### src/rtl/sop_pkg.sv
package sop_pkg;
  // status word flag positions
  localparam int unsigned FLG_C = 0;
  localparam int unsigned FLG_Z = 1;
  localparam int unsigned FLG_N = 2;
  localparam int unsigned FLG_V = 8;

  typedef enum logic [2:0] {
    OP_RRC  = 3'd0,
    OP_SWAP = 3'd1,
    OP_RRA  = 3'd2,
    OP_SXT  = 3'd3,
    OP_PUSH = 3'd4,
    OP_CALL = 3'd5,
    OP_RETI = 3'd6,
    OP_BAD  = 3'd7
  } sop_code_e;

  typedef enum logic [2:0] {
    ST_IDLE,
    ST_WRITE,
    ST_RD_SR,
    ST_RD_PC,
    ST_FIN
  } sop_state_e;
endpackage

### src/rtl/sop_alu.sv
module sop_alu
  import sop_pkg::*;
#(
  parameter int unsigned DW = 16
) (
  input  sop_code_e         code,
  input  logic [DW-1:0]     operand,
  input  logic              carry_in,
  output logic [DW-1:0]     res,
  output logic [DW-1:0]     flags,
  output logic              sets_flags
);
  localparam int unsigned HALF = DW / 2;

  logic cy;

  always_comb begin
    res        = operand;
    cy         = 1'b0;
    sets_flags = 1'b0;
    unique case (code)
      OP_RRC: begin
        res        = {carry_in, operand[DW-1:1]};
        cy         = operand[0];
        sets_flags = 1'b1;
      end
      OP_SWAP: begin
        res = {operand[HALF-1:0], operand[DW-1:HALF]};
      end
      OP_RRA: begin
        res        = {operand[DW-1], operand[DW-1:1]};
        cy         = operand[0];
        sets_flags = 1'b1;
      end
      OP_SXT: begin
        res        = {{HALF{operand[HALF-1]}}, operand[HALF-1:0]};
        cy         = |res;
        sets_flags = 1'b1;
      end
      default: begin
        res = operand;
      end
    endcase
    // whole word rebuilt: V and undefined bits read zero
    flags        = '0;
    flags[FLG_C] = cy;
    flags[FLG_Z] = (res == '0);
    flags[FLG_N] = res[DW-1];
  end
endmodule

### src/rtl/sop_seq.sv
module sop_seq
  import sop_pkg::*;
#(
  parameter int unsigned DW = 16
) (
  input  logic          clk,
  input  logic          rst_n,
  input  logic          start,
  input  sop_code_e     code,
  input  logic [DW-1:0] operand,
  input  logic [DW-1:0] pc_in,
  input  logic [DW-1:0] sp_in,
  input  logic [DW-1:0] sr_in,
  input  logic [DW-1:0] alu_res,
  input  logic [DW-1:0] alu_flags,
  input  logic          alu_sets,
  input  logic [DW-1:0] mem_rdata,
  input  logic          mem_ack,
  output logic          mem_req,
  output logic          mem_we,
  output logic [DW-1:0] mem_addr,
  output logic [DW-1:0] mem_wdata,
  output logic [DW-1:0] result,
  output logic          result_we,
  output logic [DW-1:0] sr_out,
  output logic [DW-1:0] pc_out,
  output logic [DW-1:0] sp_out,
  output logic          done,
  output logic          error,
  output logic          busy
);
  localparam int unsigned STEP = DW / 8;
  localparam logic [DW-1:0] WSTEP = DW'(STEP);

  sop_state_e    state_q, state_d;
  sop_code_e     code_q, code_d;
  logic [DW-1:0] addr_q, addr_d;
  logic [DW-1:0] wdat_q, wdat_d;
  logic [DW-1:0] res_q, res_d;
  logic [DW-1:0] sr_q, sr_d;
  logic [DW-1:0] pc_q, pc_d;
  logic [DW-1:0] sp_q, sp_d;
  logic          rwe_q, rwe_d;
  logic          err_q, err_d;
  logic          accept;

  assign accept = start && (state_q == ST_IDLE);

  always_comb begin
    state_d = state_q;
    code_d  = code_q;
    addr_d  = addr_q;
    wdat_d  = wdat_q;
    res_d   = res_q;
    sr_d    = sr_q;
    pc_d    = pc_q;
    sp_d    = sp_q;
    rwe_d   = rwe_q;
    err_d   = err_q;
    unique case (state_q)
      ST_IDLE: begin
        if (accept) begin
          code_d = code;
          res_d  = operand;
          sr_d   = sr_in;
          pc_d   = pc_in;
          sp_d   = sp_in;
          rwe_d  = 1'b0;
          err_d  = 1'b0;
          unique case (code)
            OP_RRC, OP_SWAP, OP_RRA, OP_SXT: begin
              res_d   = alu_res;
              sr_d    = alu_sets ? alu_flags : sr_in;
              rwe_d   = 1'b1;
              state_d = ST_FIN;
            end
            OP_PUSH, OP_CALL: begin
              sp_d    = sp_in - WSTEP;
              addr_d  = sp_in - WSTEP;
              wdat_d  = (code == OP_CALL) ? pc_in : operand;
              state_d = ST_WRITE;
            end
            OP_RETI: begin
              addr_d  = sp_in;
              state_d = ST_RD_SR;
            end
            default: begin
              err_d   = 1'b1;
              state_d = ST_FIN;
            end
          endcase
        end
      end
      ST_WRITE: begin
        if (mem_ack) begin
          if (code_q == OP_CALL) pc_d = res_q;
          state_d = ST_FIN;
        end
      end
      ST_RD_SR: begin
        if (mem_ack) begin
          sr_d    = mem_rdata;
          addr_d  = addr_q + WSTEP;
          state_d = ST_RD_PC;
        end
      end
      ST_RD_PC: begin
        if (mem_ack) begin
          pc_d    = mem_rdata;
          sp_d    = sp_q + (WSTEP << 1);
          state_d = ST_FIN;
        end
      end
      default: begin
        state_d = ST_IDLE;
      end
    endcase
  end

  always_ff @(posedge clk or negedge rst_n) begin
    if (!rst_n) begin
      state_q <= ST_IDLE;
      code_q  <= OP_RRC;
      addr_q  <= '0;
      wdat_q  <= '0;
      res_q   <= '0;
      sr_q    <= '0;
      pc_q    <= '0;
      sp_q    <= '0;
      rwe_q   <= 1'b0;
      err_q   <= 1'b0;
    end else begin
      state_q <= state_d;
      code_q  <= code_d;
      addr_q  <= addr_d;
      wdat_q  <= wdat_d;
      res_q   <= res_d;
      sr_q    <= sr_d;
      pc_q    <= pc_d;
      sp_q    <= sp_d;
      rwe_q   <= rwe_d;
      err_q   <= err_d;
    end
  end

  assign busy      = (state_q != ST_IDLE);
  assign mem_req   = (state_q == ST_WRITE) || (state_q == ST_RD_SR) || (state_q == ST_RD_PC);
  assign mem_we    = (state_q == ST_WRITE);
  assign mem_addr  = addr_q;
  assign mem_wdata = wdat_q;
  assign done      = (state_q == ST_FIN);
  assign error     = done && err_q;
  assign result_we = done && rwe_q;
  assign result    = res_q;
  assign sr_out    = sr_q;
  assign pc_out    = pc_q;
  assign sp_out    = sp_q;
endmodule

### src/rtl/sop_exec.sv
module sop_exec
  import sop_pkg::*;
#(
  parameter int unsigned DW     = 16,
  parameter int unsigned OPW    = 16,
  parameter int unsigned OP_LSB = 7
) (
  input  logic           clk,
  input  logic           rst_n,
  input  logic           start,
  input  logic [OPW-1:0] opcode,
  input  logic [DW-1:0]  operand_in,
  input  logic [DW-1:0]  pc_in,
  input  logic [DW-1:0]  sp_in,
  input  logic [DW-1:0]  sr_in,
  output logic [DW-1:0]  result,
  output logic           result_we,
  output logic [DW-1:0]  sr_out,
  output logic [DW-1:0]  pc_out,
  output logic [DW-1:0]  sp_out,
  output logic           done,
  output logic           error,
  output logic           mem_req,
  output logic           mem_we,
  output logic [DW-1:0]  mem_addr,
  output logic [DW-1:0]  mem_wdata,
  input  logic [DW-1:0]  mem_rdata,
  input  logic           mem_ack
);
  sop_code_e     code;
  logic [DW-1:0] alu_res;
  logic [DW-1:0] alu_flags;
  logic          alu_sets;
  logic          busy;
  logic          unused_opc_bits;

  assign code            = sop_code_e'(opcode[OP_LSB+2:OP_LSB]);
  assign unused_opc_bits = ^{opcode[OPW-1:OP_LSB+3], opcode[OP_LSB-1:0]};

  sop_alu #(.DW(DW)) u_alu (
    .code       (code),
    .operand    (operand_in),
    .carry_in   (sr_in[FLG_C]),
    .res        (alu_res),
    .flags      (alu_flags),
    .sets_flags (alu_sets)
  );

  sop_seq #(.DW(DW)) u_seq (
    .clk       (clk),
    .rst_n     (rst_n),
    .start     (start),
    .code      (code),
    .operand   (operand_in),
    .pc_in     (pc_in),
    .sp_in     (sp_in),
    .sr_in     (sr_in),
    .alu_res   (alu_res),
    .alu_flags (alu_flags),
    .alu_sets  (alu_sets),
    .mem_rdata (mem_rdata),
    .mem_ack   (mem_ack),
    .mem_req   (mem_req),
    .mem_we    (mem_we),
    .mem_addr  (mem_addr),
    .mem_wdata (mem_wdata),
    .result    (result),
    .result_we (result_we),
    .sr_out    (sr_out),
    .pc_out    (pc_out),
    .sp_out    (sp_out),
    .done      (done),
    .error     (error),
    .busy      (busy)
  );
endmodule

### config.mk
export PLATFORM = sky130hd
export DESIGN_NAME = sop_exec
export DESIGN_NICKNAME = d
export VERILOG_FILES = /design/src/rtl/sop_pkg.sv /design/src/rtl/sop_alu.sv /design/src/rtl/sop_seq.sv /design/src/rtl/sop_exec.sv
export SDC_FILE = /design/constraint.sdc
export NUM_CORES = 1
export LEC_CHECK = 0
export ABC_CLOCK_PERIOD_IN_PS = 4690
export CAP_MARGIN = 25
export CORE_UTILIZATION = 25
export CTS_CLUSTER_DIAMETER = 120
export CTS_CLUSTER_SIZE = 24
export DETAILED_ROUTE_END_ITERATION = 12
export PLACE_DENSITY = 0.53
export SYNTH_ARGS = -nofsm -noshare
export SYNTH_HDL_FRONTEND = slang
export SYNTH_HIERARCHICAL = 1
export SYNTH_SLANG_ARGS = --single-unit
### constraint.sdc
create_clock -name clk -period 4.69 [get_ports clk]
set_input_delay 1.1725 -clock clk [delete_from_list [all_inputs] [get_ports clk]]
set_output_delay 1.1725 -clock clk [all_outputs]
set_load 0.01 [all_outputs]
Word level (Yosys, flattened, before mapping):

Cells that the tools add are included.
W data, S select, Z words.

* logic and storage cells: 85
* register bits: 104
* output and inout bits: 101

* multiplexer cells: 29
* eq/ne operators: 18
* reduce and logical (&&, ||, !) cells: 25
* add/sub/neg operators: 3

Operators by type and width (count)
* $mux W16: 14
* $pmux W16 S2: 4
* $pmux W16 S4: 1
* $pmux W16 S3: 1
* $add A16 B2 Y16 const B: 1
* $add A16 B3 Y16 const B: 1
* $logic_not A16 Y1: 1
* $sub A16 B2 Y16 const B: 1
* $eq A3 B3 Y1 const B: 5
* $eq A3 B2 Y1 const B: 4
* $reduce_and A3 Y1: 4
* $mux W3: 3
* $pmux W3 S3: 1
* $ne A2 B1 Y1 const B: 4
* $reduce_or A8 Y1: 1
* $reduce_or A7 Y1: 1
* $eq A3 B1 Y1 const B: 2
* $logic_not A3 Y1: 2
* $pmux W3 S2: 1
* $reduce_or A2 Y1: 3
* $reduce_and A5 Y1: 1
* $ne A2 B2 Y1 const B: 2
* $reduce_and A4 Y1: 1
* $reduce_bool A2 Y1: 2
* other kinds (9): 14

Depth between registers and ports, before layout:

Gate-level depths: netlist of the first run.

* word-level depth: 7
* depth in mapped cells: 9
* gate-level depth less buffers: 7

Cells and area by module:

Netlist of the first run, hierarchy kept.

By module, submodules not included
* sop_seq: cells each 710, sequential area each 2602.5 um^2, instances 1, area each 6153.4 um^2
* sop_alu: cells each 115, sequential area each 0.0 um^2, instances 1, area each 674.4 um^2

Worst setup path after synthesis of the first run:

No wires, ideal clock.

* path kind: input to register
* start point: input opcode[9]
* end point: register u_seq.sr_q[10], in the netlist u_seq/sr_out[10]
* arrival time: 2.693 ns
* required time: 4.555 ns
* buffers on the path: 4
* path slack: 1.863 ns
* library setup time: 0.135 ns
* cell stages on the path: 9
* path through: buf_2 clkbuf_1 clkbuf_1 nor2_1 nor2b_1 clkbuf_1 nor2b_1 a211oi_1 o31ai_1

* cells in the longest elaborated chain, start to end: 7

RTL lines
* from (decl): line sop_exec.sv:11 `input logic [OPW-1:0] opcode,`
* $eq A3 B2 Y1 or $logic_not A3 Y1 (tied branches): line sop_alu.sv:21 `unique case (code)`
* $reduce_or A3 Y1 (no source line) *
* $mux W1 *: line sop_alu.sv:21
* net alu_sets: line sop_exec.sv:33 `logic alu_sets;`
* $mux W16 *: line sop_seq.sv:73 `sr_d = alu_sets ? alu_flags : sr_in;`
* $mux W16 *: line sop_seq.sv:70 `unique case (code)`
* $mux W16 *: line sop_seq.sv:62 `if (accept) begin`
* $pmux W16 S2 *: line sop_seq.sv:60 `unique case (state_q)`
* to (signal assigned): line sop_seq.sv:138 `sr_q <= sr_d;`
* to (decl): line sop_seq.sv:40 `logic [DW-1:0] sr_q, sr_d;`

Mark *: on every way through the listed nets, which the timed path passes. The rest lies on a longest branch. The select of a mux whose other input is x is not followed.
A chain may end at the register's enable or synchronous reset.

Worst setup path in the final report of the first run:

* start point: register u_seq.state_q[2]
* end point: output mem_we

* cells in the longest elaborated chain, start to end: 1

RTL lines
* from (decl): line sop_seq.sv:35 `sop_state_e state_q, state_d;`
* from (signal assigned): line sop_seq.sv:133 `state_q <= state_d;`
* $eq A3 B1 Y1: line sop_seq.sv:148 `assign mem_we = (state_q == ST_WRITE);`
* to (decl): line sop_exec.sv:24 `output logic mem_we,`

Every way passes these cells.

==> results of run 1 <==
==> per-stage QoR <==
stage / utilization, % / area (µm²) / total power (µW)
6_report: 34.6 / 9290 / 5200
4_1_cts: 34.4 / 9240 / 5250
5_1_grt: 34.6 / 9290 / 5590
3_5_place_dp: 33.3 / 8950 / 4450
2_1_floorplan: - / 6870 / 3050
3_3_place_gp: 33.3 / 8950 / 4420
==> cell usage in the layout (no fill, tap or decap), types with 3 or more instances in the layout <==
| cell | n |
|---|---|
| xnor2_1 | 13 |
| and3_1 | 6 |
| or3_1 | 7 |
| nand2b_1 | 4 |
| mux2i_1 | 51 |
| a211oi_1 | 25 |
| xor2_1 | 15 |
| inv_1 | 10 |
| conb_1 | 13 |
| o21ai_0 | 45 |
| nand3_1 | 20 |
| buf_4 | 19 |
| a31oi_1 | 5 |
| and2_1 | 5 |
| nor4_2 | 4 |
| o211ai_1 | 8 |
| clkbuf_16 | 9 |
| o31ai_1 | 17 |
| and4_1 | 3 |
| ha_1 | 3 |
| dfrtp_1 | 104 |
| clkdlybuf4s50_1 | 185 |
| nor3_1 | 12 |
| nand2_1 | 95 |
| a32oi_1 | 5 |
| nor2_1 | 107 |
| o221ai_1 | 5 |
| nor2b_1 | 22 |
| nand4_1 | 14 |
| a21oi_1 | 81 |
| and2_0 | 3 |
| a22oi_1 | 4 |
| nand3b_1 | 7 |
| nor4_1 | 8 |
| a21o_1 | 7 |
==> path summary, 6_finish.rpt <==
kind,to
max,mem_we
min,u_seq/err_q$_DFFE_PN0P_
max reg2reg,u_seq/mem_addr[11]$_DFFE_PN0P_
min reg2reg,u_seq/err_q$_DFFE_PN0P_
max in group asynchronous,u_seq/sr_out[4]$_DFFE_PN0P_
min in group asynchronous,u_seq/mem_addr[14]$_DFFE_PN0P_
==> cell families (layout without fill, tap and decap cells) <==
kind of cell / after synthesis / count (layout) / share of synthesized area [%]
buffers and inverters: 81 / 233 / 5.83
XOR/XNOR: 28 / 28 / 3.59
adder cells (fa/ha/maj): 3 / 3 / 0.550
AO/OA/AOI/OAI: 221 / 221 / 20.0
multiplexers: 53 / 53 / 7.86
other: 1 / 13 / 0.0549
AND/OR/NAND/NOR: 334 / 334 / 24.0
flip-flops: 104 / 104 / 38.1
==> state kept, by name, summed over array words and instances, names as in the netlist <==
name and count:
u_seq/sp_out 16, u_seq/mem_wdata 16, u_seq/err_q 1, u_seq/state_q 3
u_seq/code_q 3, u_seq/sr_out 16, u_seq/result 16, u_seq/mem_addr 16
u_seq/pc_out 16, u_seq/rwe_q 1
==> power by group <==
part | internal, µW | switching, µW
registers | 1330 | 427
logic | 1320 | 1350
clock network | 376 | 393
==> final cells by class <==
type,instances,share of cell area (%)
inverters,10,0.404
flip-flops and latches,104,28.0
well taps,341,4.59
repair buffers,207,22.1
clock buffers,10,2.46
multi-input cells,652,41.8
clock inverters,6,0.660
==> layer usage <==
layer	vias to the layer above	GRT usage (%)	part of all wire (%)
met5	-	0	0
met3	26	5.34	7.8
met2	267	28.9	47
li1	3249	-	-
met1	3167	21.7	43
met4	0	4.31	2.0
==> critical path, delay by kind of cell (launching register included) <==
family / cells / cell delay, ps
buffers and inverters: 2 / 910
and+or+nand+nor: 2 / 250
DFF: 1 / 700
==> flow_summary.yaml, run 1 <==
outcome:
  status: "finished, final reports clean"
setup_path:
  worst_r2r_startpoint: "u_seq/state_q[1]$_DFFE_PN0P_"
  worst_path_arrival_ps: 2220
  crit_type: "flip-flop to primary output"
  critical_path.startpoint: "u_seq/state_q[2]$_DFFE_PN0P_"
  required_ps: 3520
  timing.critical_path.slowest_cell_delay_ps: 700
  crit_path_start_kind: "flip-flop"
  setup.reg_to_reg.worst_slack_ps: 2250
  cp_cell_instances: "nand2b_1, buf_4, nor2_1, clkdlybuf4s50_1"
  capturing_element_type_of_the_critical_path: "primary output"
  r2r.worst_path.cells: 5
  standard_cell_with_the_maximum_stage_delay_on_the_critical_path: "dfrtp_1"
  cp_max_fo: 33
clock_tree:
  cts.repair.resized: 0
  worstSkewPairLatency_ps: 370
  numCtsBuffers: 9
  clock-root-buffer: "clkbuf_16"
  cts_hold_repair.buffers: 0
  clkTransAtPathRegs_ps: 70
  clkSinkCount: 104
  clock_path_buffers: 2
  postCtsSetupBuffers: 0
  tritoncts: "built"
  htree_num_levels: 3
final_layout:
  multi_input_area_um2: 3880
  nFillCells: 2851
  drive_gt1_share_pct: 5.36
  n_antenna_cell: 0
  final_cell_count_no_fill: 1330
  area.growth.synth_to_final_pct: 36.1
  fin_nets: 1087
  seq_area_um2: 2600
detailed_routing:
  wl_mm: 24.2
  drtAntennaViolNets: 0
  drt_pre_antenna_iters: 5
  remaining_drc_errors: 0
  detail_routed_via_count_per_cell: 5.04
  detailroute.via_count: 6709
  wl_per_cell_um: 18.2
  drt_iter0_markers: 602
grt:
  grt_antenna_before_repair: 0
  grt_first_pass_wirelength_mm: 37.6
  grt_util_all_layers_pct: 17.3
  first_global_vias: 6471
  grt_start_max_net_pins: 72
  globalRoute.totalOverflow: 0
floorplanning:
  horizontal_die_dimension_um: 167
  placeableCoreArea_um2: 26900
  initial_core_util_pct: 25.4
  design.die.area_um2: 28000
  design.portCount: 201
  num_rows: 60
  floorplan.die.height_um: 167
power:
  irDropWorstVdd_mv: 0.209
  power_leakage_uw: 0.00372
  power.density_nw_per_um2: 559
sta:
  fin_worst_hold_slack_ps: 476
  layout_min_cycle_time_ps: 3390
  fmaxAchievable_mhz: 295
  grt_setup_unrepaired: "no"
  final.setup.tns_ps: 0
  fin_crit_sh_pct: 72.4
  clock-skew-final_ps: 17.2
  tightest_slew_ps: 971
  fin_ws_ps: 1300
  worst_slew_margin_rel_pct: 35.3
  final-max-slew-violation-count: 0
  finalSetupViolCount: 0
  count_of_final_hold_check_violations: 0
logic_synthesis:
  synth_top_cells_by_count: "nor2_1, dfrtp_1, nand2_1, a21oi_1, mux2i_1"
  synth-warning-count: 6
  synth.lib_cells_used.distinct: 65
  synthDominantCellAreaShare_pct: 38.1
  mappedNetlistArea_um2: 6830
  synth_top_cell_by_area: "dfrtp_1"
  ranking_of_synthesized_cells_by_area: "dfrtp_1, mux2i_1, a21oi_1"
  synth.avg_cell_area_um2: 8.28
  ys_ff_latch: 104
  async_flop_share_pct: 100
  synth.yosys.seq_area_share_pct: 38.1
  synth.most_common_cell: "nor2_1"
  synth_cells: 825
  top_ff_cell_synth: "dfrtp_1"
  number_of_synthesized_flops_with_an_enable_pin: 0
placed_design:
  io_buf_count: 187
  routabilityCongestion: 0.886
  dp_slack_ps: 1020
  dp.final_hpwl_mm: 17.9
  placed_cells_incl_taps: 1312
flow_run:
  maxCapViolations: 0
min_path:
  holdPathStages: 2
  min_path_type: "flip-flop to flip-flop"
  hold_path_startpoint: "u_seq/err_q$_DFFE_PN0P_"
No activity file was read; power rests on OpenSTA's default activity.
==> run 2: changes to the inputs <==
ABC_CLOCK_PERIOD_IN_PS = 2780   (was 4690)
PLACE_DENSITY = 0.54   (was 0.53)
clock period = 2.78 ns   (was 4.69 ns; I/O delays follow)
==> run 2 against run 1 <==
Against the previous run:
- final cell count up 3.8%
- clock power up 85%
- clock skew down 3.2 ps
- clock-buffer cell count unchanged
- register-to-register slack worse by 1700 ps
- critical path depth up 4
- via count up 2.1%
- first-iteration DRC count down 18%
- core utilization up 1.6 points
- setup slack worse by 1000 ps
- routed wire length up 1.0%
- die area unchanged
- largest power group unchanged
==> flow_summary.yaml, run 2 (synthesis results as in run 1) <==
power:
  switching_part_of_the_total_pct: 40.9
  power.density_nw_per_um2: 929
  p_int_uw: 5340
  power.net_switching_uw: 3690
  power_leakage_uw: 0.00399
  power_frac_comb_pct: 52.0
  clockPowerShare_pct: 15.7
  irDropWorstVdd_mv: 0.413
  power.share.sequential_pct: 32.3
  total_power_uw: 9030
setup_path:
  worst_path_arrival_ps: 2770
  cp_num_cells: 8
  critical_path.reg2reg.endpoint: "u_seq/mem_addr[11]$_DFFE_PN0P_"
  crit_path_start_kind: "input port"
  capturing_element_type_of_the_critical_path: "flip-flop"
  worst_r2r_startpoint: "u_seq/state_q[1]$_DFFE_PN0P_"
  critPathBufInv: 1
  standard_cell_with_the_maximum_stage_delay_on_the_critical_path: "clkdlybuf4s50_1"
  cp_cell_instances: "clkdlybuf4s50_1, mux2_4, a222oi_1, o2111ai_1, nor4_2, and3_1, a211oi_1, o31ai_1"
  crit_type: "input port to flip-flop"
  timing.critical_path.to: "u_seq/sr_out[1]$_DFFE_PN0P_"
  r2r.worst_path.cells: 5
  setup.reg_to_reg.worst_slack_ps: 580
  required_ps: 3050
  cp_max_fo: 2
  timing.critical_path.slowest_cell_delay_ps: 510
  critical_path.startpoint: "opcode[8]"
  cpLargestDelayFamily: "compound AO/OA/AOI/OAI gates"
final_layout:
  fin_nets: 1138
  most_used_cells_in_the_layout_excluding_fill_and_tap_cells: "clkdlybuf4s50_1, nor2_1, dfrtp_1"
  mostFrequentLayoutCell: "clkdlybuf4s50_1"
  area.growth.synth_to_final_pct: 42.3
  drive_gt1_share_pct: 10.1
  n_antenna_cell: 0
  final_cell_count_no_fill: 1381
placed_design:
  placed_cells_incl_taps: 1365
  io_buf_count: 187
  dp.final_hpwl_mm: 18.6
  dp_slack_ps: -72.3
  routabilityCongestion: 0.888
clock_tree:
  clkSinkCount: 104
  clock-root-buffer: "clkbuf_16"
  clkTransAtPathRegs_ps: 80
  clock_path_buffers: 2
  postCtsSetupBuffers: 0
  cts_hold_repair.buffers: 0
  numCtsBuffers: 9
  htree_num_levels: 3
  cts.repair.resized: 0
  tritoncts: "built"
  worstSkewPairLatency_ps: 360
detailed_routing:
  detailroute.via_count: 6853
  remaining_drc_errors: 0
  drtAntennaViolNets: 0
  wl_mm: 24.4
  wl_per_cell_um: 17.7
  drt_iter0_markers: 495
  detail_routed_via_count_per_cell: 4.96
  drt_pre_antenna_iters: 6
sta:
  tightest_slew_ps: 530
  fin_worst_hold_slack_ps: 236
  fmaxAchievable_mhz: 401
  clock-skew-final_ps: 14.0
  count_of_final_hold_check_violations: 0
  layout_min_cycle_time_ps: 2490
  fin_crit_sh_pct: 89.7
  final-max-slew-violation-count: 0
  grt_setup_unrepaired: "no"
  finalSetupViolCount: 0
  worst_slew_margin_rel_pct: 64.6
  fin_ws_ps: 287
outcome:
  status: "finished, final reports clean"
floorplanning:
  horizontal_die_dimension_um: 167
  initial_core_util_pct: 25.4
  design.die.area_um2: 28000
  num_rows: 60
  design.portCount: 201
  floorplan.die.height_um: 167
  placeableCoreArea_um2: 26900
grt:
  use_met3_pct: 4.82
  grt_first_pass_wirelength_mm: 38.0
  grt_antenna_before_repair: 1
  global_route.usage.met2_pct: 29.7
  grtUsageMet1_pct: 22.1
  grt_util_all_layers_pct: 17.6
  globalRoute.totalOverflow: 0
  most_utilized_layer_in_the_global_route_result: "met2"
  first_global_vias: 6670
  grt_start_max_net_pins: 44
min_path:
  min_path_type: "input port to asynchronous set/reset pin"
flow_run:
  maxCapViolations: 0
-- run 2: changes by cell type in the layout (fill, tap and decap cells not counted), moves of 2 or more --
cell / delta
buf_4: +49
buf_16: -2
inv_6: +2
buf_12: +4
-- run 2: worst min path at each step --
stage	startpoint	to	slack [ps]	depth (start not counted)
floorplan	rst_n	u_seq/code_q[0]$_DFFE_PN0P_	400	0
detailed placement	u_seq/rwe_q$_DFFE_PN0P_	u_seq/rwe_q$_DFFE_PN0P_	460	2
finish	rst_n	u_seq/mem_addr[11]$_DFFE_PN0P_	240	1
global placement	u_seq/code_q[1]$_DFFE_PN0P_	u_seq/code_q[1]$_DFFE_PN0P_	450	2
global route	rst_n	u_seq/result[0]$_DFFE_PN0P_	250	1
CTS	rst_n	u_seq/result[0]$_DFFE_PN0P_	240	1
-- run 2: layout make-up --
class / count / area (µm²)
fill: 2839 / 17200
multi-input combinational: 652 / 3880
sequential: 104 / 2600
timing repair buffer: 258 / 2450
tap: 341 / 427
clock buffer: 10 / 239
clock inverter: 6 / 83.8
inverter: 10 / 37.5
-- run 2: per-stage QoR --
step | area, µm² | utilization, % | setup TNS, ps
4_1_cts | 9720 | 36.2 | 0
3_3_place_gp | 9400 | 35.0 | -57.6
3_5_place_dp | 9400 | 35.0 | -72.3
6_report | 9720 | 36.2 | 0
2_1_floorplan | 6870 | - | 0
5_1_grt | 9720 | 36.2 | 0
-- run 2: power by group through the flow --
stage          sequential, µW  clock [µW]  combinational, µW
2_1_floorplan            3110           0               2040
3_3_place_gp             2940           0               4690
3_5_place_dp             2940           0               4760
4_1_cts                  2920        1470               4770
5_1_grt                  3040        1530               5140
6_report                 2910        1420               4700
-- run 2: routing by layer --
metal / share of wire [%] / vias up
met3: 7.7 / 20
met5: 0 / -
met1: 43 / 3241
met2: 48 / 244
met4: 1.4 / 0
li1: - / 3348
==> run 3: changes to the inputs <==
CAP_MARGIN = unset   (was 25)
GPL_ROUTABILITY_DRIVEN = 0   (was unset)
SKIP_CTS_REPAIR_TIMING = 1   (was unset)
==> run 3 against run 2 <==
Against the previous run:
- combinational power is 0.9% higher
- clock power is 5% lower
- register-to-register slack improved by 20 ps
- via count up 0.20%
- final cell count unchanged
- critical path depth increased by 2
- die area is the same
==> flow_summary.yaml, run 3 (synthesis results as in run 1) <==
clock_tree:
  htree_num_levels: 3
  clkTransAtPathRegs_ps: 90
  clock-root-buffer: "clkbuf_16"
  numCtsBuffers: 9
  tritoncts: "built"
  clock_path_buffers: 2
  worstSkewPairLatency_ps: 370
  clkSinkCount: 104
outcome:
  status: "finished, final reports clean"
setup_path:
  cp_cell_instances: "clkdlybuf4s50_1, buf_4, nor2b_1, buf_4, a32oi_1, nand2_1, nor4_2, and3_1, a211oi_1, o31ai_1"
  cpLargestDelayFamily: "buffers and inverters"
  standard_cell_with_the_maximum_stage_delay_on_the_critical_path: "clkdlybuf4s50_1"
  crit_type: "input port to flip-flop"
  capturing_element_type_of_the_critical_path: "flip-flop"
  timing.critical_path.slowest_cell_delay_ps: 510
  worst_path_most_repeated_cell: "buf_4"
  critPathBufInv: 3
  worst_path_arrival_ps: 2790
  crit_path_start_kind: "input port"
  cp_max_fo: 19
  required_ps: 3050
grt:
  grt_antenna_before_repair: 0
  grt_first_pass_wirelength_mm: 38.3
  grt_start_max_net_pins: 33
  first_global_vias: 6720
  globalRoute.totalOverflow: 0
  grt_util_all_layers_pct: 17.7
placed_design:
  placed_cells_incl_taps: 1365
  placement.cell_area_um2: 9410
  io_buf_count: 187
  dp.final_hpwl_mm: 18.7
power:
  power.share.sequential_pct: 32.5
  power.net_switching_uw: 3750
  power.density_nw_per_um2: 928
  irDropWorstVdd_mv: 0.423
  power_leakage_uw: 0.00398
  clockPowerShare_pct: 15.0
  p_int_uw: 5270
  power_frac_comb_pct: 52.5
  switching_part_of_the_total_pct: 41.6
floorplanning:
  horizontal_die_dimension_um: 167
  initial_core_util_pct: 25.4
  placeableCoreArea_um2: 26900
  floorplan.die.height_um: 167
  design.portCount: 201
  num_rows: 60
  design.die.area_um2: 28000
sta:
  worst_slew_margin_rel_pct: 63.4
  fmaxAchievable_mhz: 397
  grt_setup_unrepaired: "no"
  finalSetupViolCount: 0
  count_of_final_hold_check_violations: 0
  clock-skew-final_ps: 14.0
  fin_worst_hold_slack_ps: 258
  final-max-slew-violation-count: 0
  fin_crit_sh_pct: 90.7
  tightest_slew_ps: 547
  layout_min_cycle_time_ps: 2520
final_layout:
  final_cell_count_no_fill: 1381
  n_antenna_cell: 0
  mostFrequentLayoutCell: "clkdlybuf4s50_1"
  post_layout_util_pct: 36.2
  drive_gt1_share_pct: 10.1
  layout.cell_area.non_filler_um2: 9720
  seq_area_um2: 2600
  nFillCells: 2842
  multi_input_area_um2: 3880
  fin_nets: 1138
  area.growth.synth_to_final_pct: 42.3
  most_used_cells_in_the_layout_excluding_fill_and_tap_cells: "clkdlybuf4s50_1, nor2_1, dfrtp_1"
detailed_routing:
  drt_iter0_markers: 513
  drtAntennaViolNets: 0
  wl_per_cell_um: 17.9
  wl_mm: 24.7
  drt_pre_antenna_iters: 7
  detailroute.via_count: 6867
  detail_routed_via_count_per_cell: 4.97
  remaining_drc_errors: 0
min_path:
  min_path_type: "input port to asynchronous set/reset pin"
flow_run:
  maxCapViolations: 0
## run 3: power by group through the flow
stage	registers [µW]	clock network (µW)	logic [µW]
global route	3040	1440	5180
global placement	2950	0	4710
detailed placement	2950	0	4780
CTS	2930	1390	4790
floorplan	3110	0	2040
finish	2930	1350	4740
## run 3: routing by layer
layer	wire length [µm]	part of all wire, %	track usage [%]	vias up
li1	-	-	-	3355
met1	10700	43	22.2	3228
met2	11900	48	30.4	264
met3	1810	7.3	4.44	20
met4	317	1.3	4.23	0
met5	0	0	0	-
## run 3: layout make-up
class / instances / area share [%]
clock buffers: 9 / 2.32
clock inverters: 7 / 0.863
inverters: 10 / 0.386
multi-input cells: 652 / 39.9
flip-flops and latches: 104 / 26.8
well taps: 341 / 4.39
repair buffers: 258 / 25.3
## run 3: final timing paths
check                                             start                            end  slack, ps  depth (start not counted)
setup / recovery                              opcode[8]    u_seq/sr_out[1]$_DFFE_PN0P_        260                         10
hold reg to reg                 u_seq/rwe_q$_DFFE_PN0P_        u_seq/rwe_q$_DFFE_PN0P_        480                          2
setup reg to reg           u_seq/state_q[1]$_DFFE_PN0P_  u_seq/mem_addr[4]$_DFFE_PN0P_        600                          5
max in group asynchronous                         rst_n    u_seq/sp_out[6]$_DFFE_PN0P_       1770                          2
hold / removal                                    rst_n   u_seq/result[14]$_DFFE_PN0P_        260                          1
min in group clk                u_seq/rwe_q$_DFFE_PN0P_        u_seq/rwe_q$_DFFE_PN0P_        480                          2
## run 3: stage by stage
step	total power (µW)	setup slack [ps]	TNS, ps
after floorplan	5150	430	0
after CTS	9110	263	0
final	9020	259	0
after global placement	7660	-69.7	-69.7
after detailed placement	7720	-112	-112
after global routing	9660	165	0
